### src/rtl/sercfg_pkg.sv
package sercfg_pkg;

  // Default field widths of the two configuration words
  localparam int DEF_REF_RATIO_W = 14;
  localparam int DEF_MAIN_W      = 11;
  localparam int DEF_SWAL_W      = 7;
  localparam int DEF_MIN_REF     = 8;
  localparam int DEF_SYNC_STAGES = 2;

  // Outcome of a load edge
  typedef enum logic [1:0] {
    RT_NONE   = 2'd0,
    RT_REF    = 2'd1,
    RT_FB     = 2'd2,
    RT_REJECT = 2'd3
  } route_t;

endpackage

### src/rtl/sercfg_sync.sv
module sercfg_sync #(
  parameter int             W       = 1,
  parameter int             STAGES  = 2,
  parameter logic [W-1:0]   RST_VAL = '0
) (
  input  logic         clk,
  input  logic         rst_n,
  input  logic [W-1:0] d,
  output logic [W-1:0] q
);

  logic [STAGES-1:0][W-1:0] stg_q;
  logic [STAGES-1:0][W-1:0] stg_d;

  always_comb begin
    stg_d[0] = d;
    for (int i = 1; i < STAGES; i++) begin
      stg_d[i] = stg_q[i-1];
    end
  end

  always_ff @(posedge clk or negedge rst_n) begin
    if (!rst_n) begin
      stg_q <= {STAGES{RST_VAL}};
    end else begin
      stg_q <= stg_d;
    end
  end

  assign q = stg_q[STAGES-1];

endmodule

### src/rtl/sercfg_shift.sv
module sercfg_shift #(
  parameter int W = 19
) (
  input  logic         clk,
  input  logic         rst_n,
  input  logic         shift_en,
  input  logic         bit_in,
  output logic [W-1:0] word_q,
  output logic [W-1:0] word_nxt
);

  // The new bit enters at position 0, so the first bit sent ends up highest.
  always_comb begin
    word_nxt = word_q;
    if (shift_en) begin
      word_nxt = {word_q[W-2:0], bit_in};
    end
  end

  always_ff @(posedge clk or negedge rst_n) begin
    if (!rst_n) begin
      word_q <= '0;
    end else if (shift_en) begin
      word_q <= word_nxt;
    end
  end

endmodule

### src/rtl/sercfg_route.sv
module sercfg_route
  import sercfg_pkg::*;
#(
  parameter int REF_RATIO_W = DEF_REF_RATIO_W,
  parameter int MAIN_W      = DEF_MAIN_W,
  parameter int SWAL_W      = DEF_SWAL_W,
  parameter int MIN_REF     = DEF_MIN_REF,
  parameter int SH_W        = 1 + MAIN_W + SWAL_W
) (
  input  logic                   clk,
  input  logic                   rst_n,
  input  logic                   load_edge,
  input  logic [SH_W-1:0]        word,
  output logic                   presc_sel,
  output logic [REF_RATIO_W-1:0] ref_ratio,
  output logic [MAIN_W-1:0]      main_ratio,
  output logic [SWAL_W-1:0]      swallow_ratio,
  output logic                   load_strobe,
  output logic                   ref_err
);

  localparam int REF_WORD_W = REF_RATIO_W + 2;
  localparam logic [REF_RATIO_W-1:0] MIN_REF_V = REF_RATIO_W'(MIN_REF);

  route_t                 route;
  logic                   ctrl_bit;
  logic                   cand_presc;
  logic [REF_RATIO_W-1:0] cand_ratio;
  logic [MAIN_W-1:0]      cand_main;
  logic [SWAL_W-1:0]      cand_swal;

  logic                   presc_d;
  logic [REF_RATIO_W-1:0] ratio_d;
  logic [MAIN_W-1:0]      main_d;
  logic [SWAL_W-1:0]      swal_d;
  logic                   strobe_d;
  logic                   err_d;

  // Field extraction and route decision
  always_comb begin
    ctrl_bit   = word[0];
    cand_presc = word[REF_WORD_W-1];
    cand_ratio = word[REF_RATIO_W:1];
    cand_main  = word[SH_W-1:SWAL_W+1];
    cand_swal  = word[SWAL_W:1];
    route      = RT_NONE;
    if (load_edge) begin
      if (ctrl_bit) begin
        route = (cand_ratio >= MIN_REF_V) ? RT_REF : RT_REJECT;
      end else begin
        route = RT_FB;
      end
    end
  end

  // Next state of the holding registers
  always_comb begin
    presc_d  = presc_sel;
    ratio_d  = ref_ratio;
    main_d   = main_ratio;
    swal_d   = swallow_ratio;
    err_d    = ref_err;
    strobe_d = 1'b0;
    case (route)
      RT_REF: begin
        presc_d  = cand_presc;
        ratio_d  = cand_ratio;
        err_d    = 1'b0;
        strobe_d = 1'b1;
      end
      RT_FB: begin
        main_d   = cand_main;
        swal_d   = cand_swal;
        strobe_d = 1'b1;
      end
      RT_REJECT: begin
        err_d = 1'b1;
      end
      default: ;
    endcase
  end

  always_ff @(posedge clk or negedge rst_n) begin
    if (!rst_n) begin
      presc_sel     <= 1'b0;
      ref_ratio     <= MIN_REF_V;
      main_ratio    <= '0;
      swallow_ratio <= '0;
      load_strobe   <= 1'b0;
      ref_err       <= 1'b0;
    end else begin
      presc_sel     <= presc_d;
      ref_ratio     <= ratio_d;
      main_ratio    <= main_d;
      swallow_ratio <= swal_d;
      load_strobe   <= strobe_d;
      ref_err       <= err_d;
    end
  end

endmodule

### src/rtl/sercfg_port.sv
module sercfg_port
  import sercfg_pkg::*;
#(
  parameter int REF_RATIO_W = DEF_REF_RATIO_W,
  parameter int MAIN_W      = DEF_MAIN_W,
  parameter int SWAL_W      = DEF_SWAL_W,
  parameter int MIN_REF     = DEF_MIN_REF,
  parameter int SYNC_STAGES = DEF_SYNC_STAGES
) (
  input  logic                   clk,
  input  logic                   rst_n,
  input  logic                   ser_clk,
  input  logic                   ser_data,
  input  logic                   ser_load,
  output logic                   presc_sel,
  output logic [REF_RATIO_W-1:0] ref_ratio,
  output logic [MAIN_W-1:0]      main_ratio,
  output logic [SWAL_W-1:0]      swallow_ratio,
  output logic                   load_strobe,
  output logic                   ref_err
);

  localparam int SH_W = 1 + MAIN_W + SWAL_W;

  logic [1:0]      clkdat_s;
  logic            load_s;
  logic            clk_prev_q, clk_prev_d;
  logic            load_prev_q, load_prev_d;
  logic            shift_edge;
  logic            load_edge;
  logic [SH_W-1:0] word_q;
  logic [SH_W-1:0] word_nxt;

  // Serial clock and data travel through the same stages
  sercfg_sync #(.W(2), .STAGES(SYNC_STAGES), .RST_VAL(2'b00)) u_sync_cd (
    .clk   (clk),
    .rst_n (rst_n),
    .d     ({ser_clk, ser_data}),
    .q     (clkdat_s)
  );

  // The load line is taken as idle-high: a level already high gives no edge
  sercfg_sync #(.W(1), .STAGES(SYNC_STAGES), .RST_VAL(1'b1)) u_sync_ld (
    .clk   (clk),
    .rst_n (rst_n),
    .d     (ser_load),
    .q     (load_s)
  );

  always_comb begin
    clk_prev_d  = clkdat_s[1];
    load_prev_d = load_s;
    shift_edge  = clkdat_s[1] & ~clk_prev_q;
    load_edge   = load_s & ~load_prev_q;
  end

  always_ff @(posedge clk or negedge rst_n) begin
    if (!rst_n) begin
      clk_prev_q  <= 1'b0;
      load_prev_q <= 1'b1;
    end else begin
      clk_prev_q  <= clk_prev_d;
      load_prev_q <= load_prev_d;
    end
  end

  sercfg_shift #(.W(SH_W)) u_shift (
    .clk      (clk),
    .rst_n    (rst_n),
    .shift_en (shift_edge),
    .bit_in   (clkdat_s[0]),
    .word_q   (word_q),
    .word_nxt (word_nxt)
  );

  // The route stage sees the word with this cycle's bit already in place
  sercfg_route #(
    .REF_RATIO_W (REF_RATIO_W),
    .MAIN_W      (MAIN_W),
    .SWAL_W      (SWAL_W),
    .MIN_REF     (MIN_REF),
    .SH_W        (SH_W)
  ) u_route (
    .clk           (clk),
    .rst_n         (rst_n),
    .load_edge     (load_edge),
    .word          (word_nxt),
    .presc_sel     (presc_sel),
    .ref_ratio     (ref_ratio),
    .main_ratio    (main_ratio),
    .swallow_ratio (swallow_ratio),
    .load_strobe   (load_strobe),
    .ref_err       (ref_err)
  );

endmodule

### config.mk
export PLATFORM = sky130hd
export DESIGN_NAME = sercfg_port
export DESIGN_NICKNAME = d
export VERILOG_FILES = /design/src/rtl/sercfg_pkg.sv /design/src/rtl/sercfg_sync.sv /design/src/rtl/sercfg_shift.sv /design/src/rtl/sercfg_route.sv /design/src/rtl/sercfg_port.sv
export SDC_FILE = /design/constraint.sdc
export NUM_CORES = 1
export LEC_CHECK = 0
export ABC_AREA = 0
export ABC_CLOCK_PERIOD_IN_PS = 4800
export CORE_ASPECT_RATIO = 0.9
export CORE_MARGIN = 2
export CORE_UTILIZATION = 25
export DETAILED_ROUTE_END_ITERATION = 12
export DONT_BUFFER_PORTS = 1
export SLEW_MARGIN = 15
export SYNTH_ARGS = -nofsm -noshare
export SYNTH_HDL_FRONTEND = slang
export SYNTH_SLANG_ARGS = --single-unit
### constraint.sdc
create_clock -name clk -period 4.8 [get_ports clk]
set_clock_uncertainty 0.2 [all_clocks]
set_input_delay 0.48 -clock clk [delete_from_list [all_inputs] [get_ports clk]]
set_output_delay 0.48 -clock clk [all_outputs]
set_load 0.03 [all_outputs]
==> flow_metrics.tcl <==
set metrics [dict create \
    outcome "finished clean" \
    maxCapViolCount 0 \
    portBuffers 0 \
    p_clk_share_pct 25.1 \
    cp-end-kind "flop" \
    fin_crit_sh_pct 64.4 \
    die_w_um 106 \
    core_area_mm2 0.00913 \
    period_needed_ns 3.09 \
    fmax_ghz 0.323 \
    tns_ns 0 \
    grt_pass1_wl_um 7460 \
    drive_above_1_share_pct 20.0 \
    drc_errors 0 \
    drt_iter0_drc 77 \
    required_ns 4.86 \
    ys_types 23 \
    postSynthAreaPerCell_um2 12.3 \
    p_per_area_mw_per_mm2 634 \
    cp-start-kind "flop" \
    firstDrtPassIters 4 \
    relSlewSlack_pct 34.5 \
    htreeDepth 3 \
    vias 1330 \
    dieArea_mm2 0.0102 \
    p_switching_uw 691 \
    power_mw 1.71 \
    syn_to_final_growth_pct 14.7 \
    first_global_vias 1360 \
    worst_slew_pin_slew_ns 0.982 \
    antenna_cells 0 \
    hold_buffers 5 \
    cp_data_arrival_time_ns 3.15 \
    antenna_found_initial 0 \
    track_usage_pct 9.89 \
    cts_buffers 9 \
    final_util_pct 29.6 \
    hold_ws_ns 0.157 \
    switching_share_pct 40.3 \
    critPathKind "reg -> reg" \
    hold_viol 0 \
    synth_seq_cells 62 \
    vias_per_cell 4.07 \
    netlist_area_mm2 0.00235 \
    grt.overflow.total 0 \
    layout_common_cells "58 x dfrtp_1, 31 x nor2_1, 18 x inv_1" \
    antenna_left 0 \
    combPwrFrac_pct 15.2 \
    clk_latency_ns 0.34 \
    gp_congestion 0.772 \
    start_util_pct 25.8 \
    ys_seq_area_share_pct 66.1 \
    worst_hold_path_type "reg -> reg" \
    die_height_um 96.1 \
    setup_viol 0 \
    io-pin-count 40 \
    clockBufferDepth 2 \
    grt_max_degree 63 \
    synthCells 192 \
    postCtsResizedCells 0 \
    cts.sinks 62 \
    cts_tree "built" \
    pre_cts_ws_ns 1.68 \
    ir_drop_mv 0.195 \
    yosysWarnings 0 \
    avgRoutedWirePerCell_um 13.9 \
    cts_root_buf "clkbuf_8" \
    internal_power_mw 1.02 \
    p_seq_share_pct 59.7 \
    dr_wl_met3_um 437 \
    synthesis.nets 199 \
    clkTransAtPathRegs_ns 0.07 \
    met1_length_um 2030 \
    post_cts_buffers 0 \
    p_leak_nw 1.33 \
    fin_nets 207 \
    highest_layer "met4" \
    dr_wl_met2_um 2020 \
    wirelength_um 4540 \
    final_common_cell "dfrtp_1" \
    fin_ws_ns 1.71 \
    rows 33 \
    hpwl_um 2980 \
    drv_slew 0 \
    rsz0062_at_grt "false" \
    critical_path.max_fanout 30 \
]
cell families after synthesis:
logic type / after synthesis / share of synthesized area [%]
and+or+nand+nor: 49 / 9.03
AOI/OAI and AO/OA: 35 / 10.8
buffers and inverters: 27 / 5.53
DFF: 62 / 66.1
muxes: 17 / 7.44
adders and majority gates: 2 / 1.06
layout make-up:
type	instances	area [um^2]
clock buffer	11	131
clock inverter	5	50.0
fill	923	6420
inverter	18	67.6
multi-input combinational	103	668
sequential	62	1560
tap	122	153
timing repair buffer	6	75.1
Yosys cell counts:
cell	count	area share [%]
a211oi_4	1	0.85
a21boi_0	2	0.64
a21oi_1	16	3.4
a21oi_2	15	5.6
a41oi_1	1	0.37
and3b_1	1	0.37
buf_2	2	0.43
buf_4	1	0.32
buf_6	3	1.4
clkbuf_1	3	0.48
dfrtp_1	58	62
dfstp_2	4	4.5
ha_1	2	1.1
inv_1	18	2.9
mux2_2	4	1.9
mux2i_1	13	5.5
nand2_1	11	1.8
nand2b_1	1	0.27
nand2b_4	1	0.58
nor2_1	31	4.9
nor2b_1	1	0.27
nor4_1	2	0.53
or4_1	1	0.32
layer usage:
layer,track usage [%],vias to the layer above
li1,-,635
met1,12.0,652
met2,13.9,35
met3,6.43,8
met4,3.95,0
met5,0,-
registers in the layout, indices dropped and copies added (netlist names):
name and cells:
u_shift.word_q 19, u_route.ref_ratio 14, u_route.main_ratio 11, u_route.swallow_ratio 7, u_sync_cd.q 2, u_sync_cd.stg_d 2
clk_prev_q 1, load_prev_q 1, u_route.load_strobe 1, u_route.presc_sel 1, u_route.ref_err 1, u_sync_ld.q 1
u_sync_ld.stg_d 1
worst paths after layout:
path | slack [ns] | to | depth (start not counted) | from
setup / recovery | 1.71 | u_route.ref_ratio[2] | 6 | u_sync_cd.q[1]
min in group asynchronous | 0.48 | u_route.ref_ratio[10] | 2 | rst_n
hold / removal | 0.16 | u_sync_ld.q | 0 | u_sync_ld.stg_d[1]
hold reg to reg | 0.16 | u_sync_ld.q | 0 | u_sync_ld.stg_d[1]
setup reg to reg | 1.71 | u_route.ref_ratio[2] | 6 | u_sync_cd.q[1]
max in group asynchronous | 3.59 | load_prev_q | 2 | rst_n
metrics by stage:
| step | std cells | cell area (um^2) |
|---|---|---|
| 3_3_place_gp | 306 | 2450 |
| 4_1_cts | 327 | 2700 |
| 3_5_place_dp | 306 | 2450 |
| 2_1_floorplan | 192 | 2350 |
| 5_1_grt | 327 | 2700 |
| 6_report | 327 | 2700 |
worst max-delay path: stages, from the launching register on:
cell and delay, ns:
dfrtp_1 0.41, nor2b_1 0.76, nand2_1 0.18, a41oi_1 0.33
ha_1 0.86, nor2_1 0.11, a21oi_1 0.16
power groups by stage:
stage	registers (mW)	clock network, mW	logic (mW)
after global routing	1.05	0.470	0.303
after detailed placement	1.04	0	0.248
after global placement	1.04	0	0.238
after CTS	1.03	0.448	0.266
after floorplan	0.990	0	0.208
final	1.02	0.430	0.260
No activity file was read; power rests on OpenSTA's default activity.
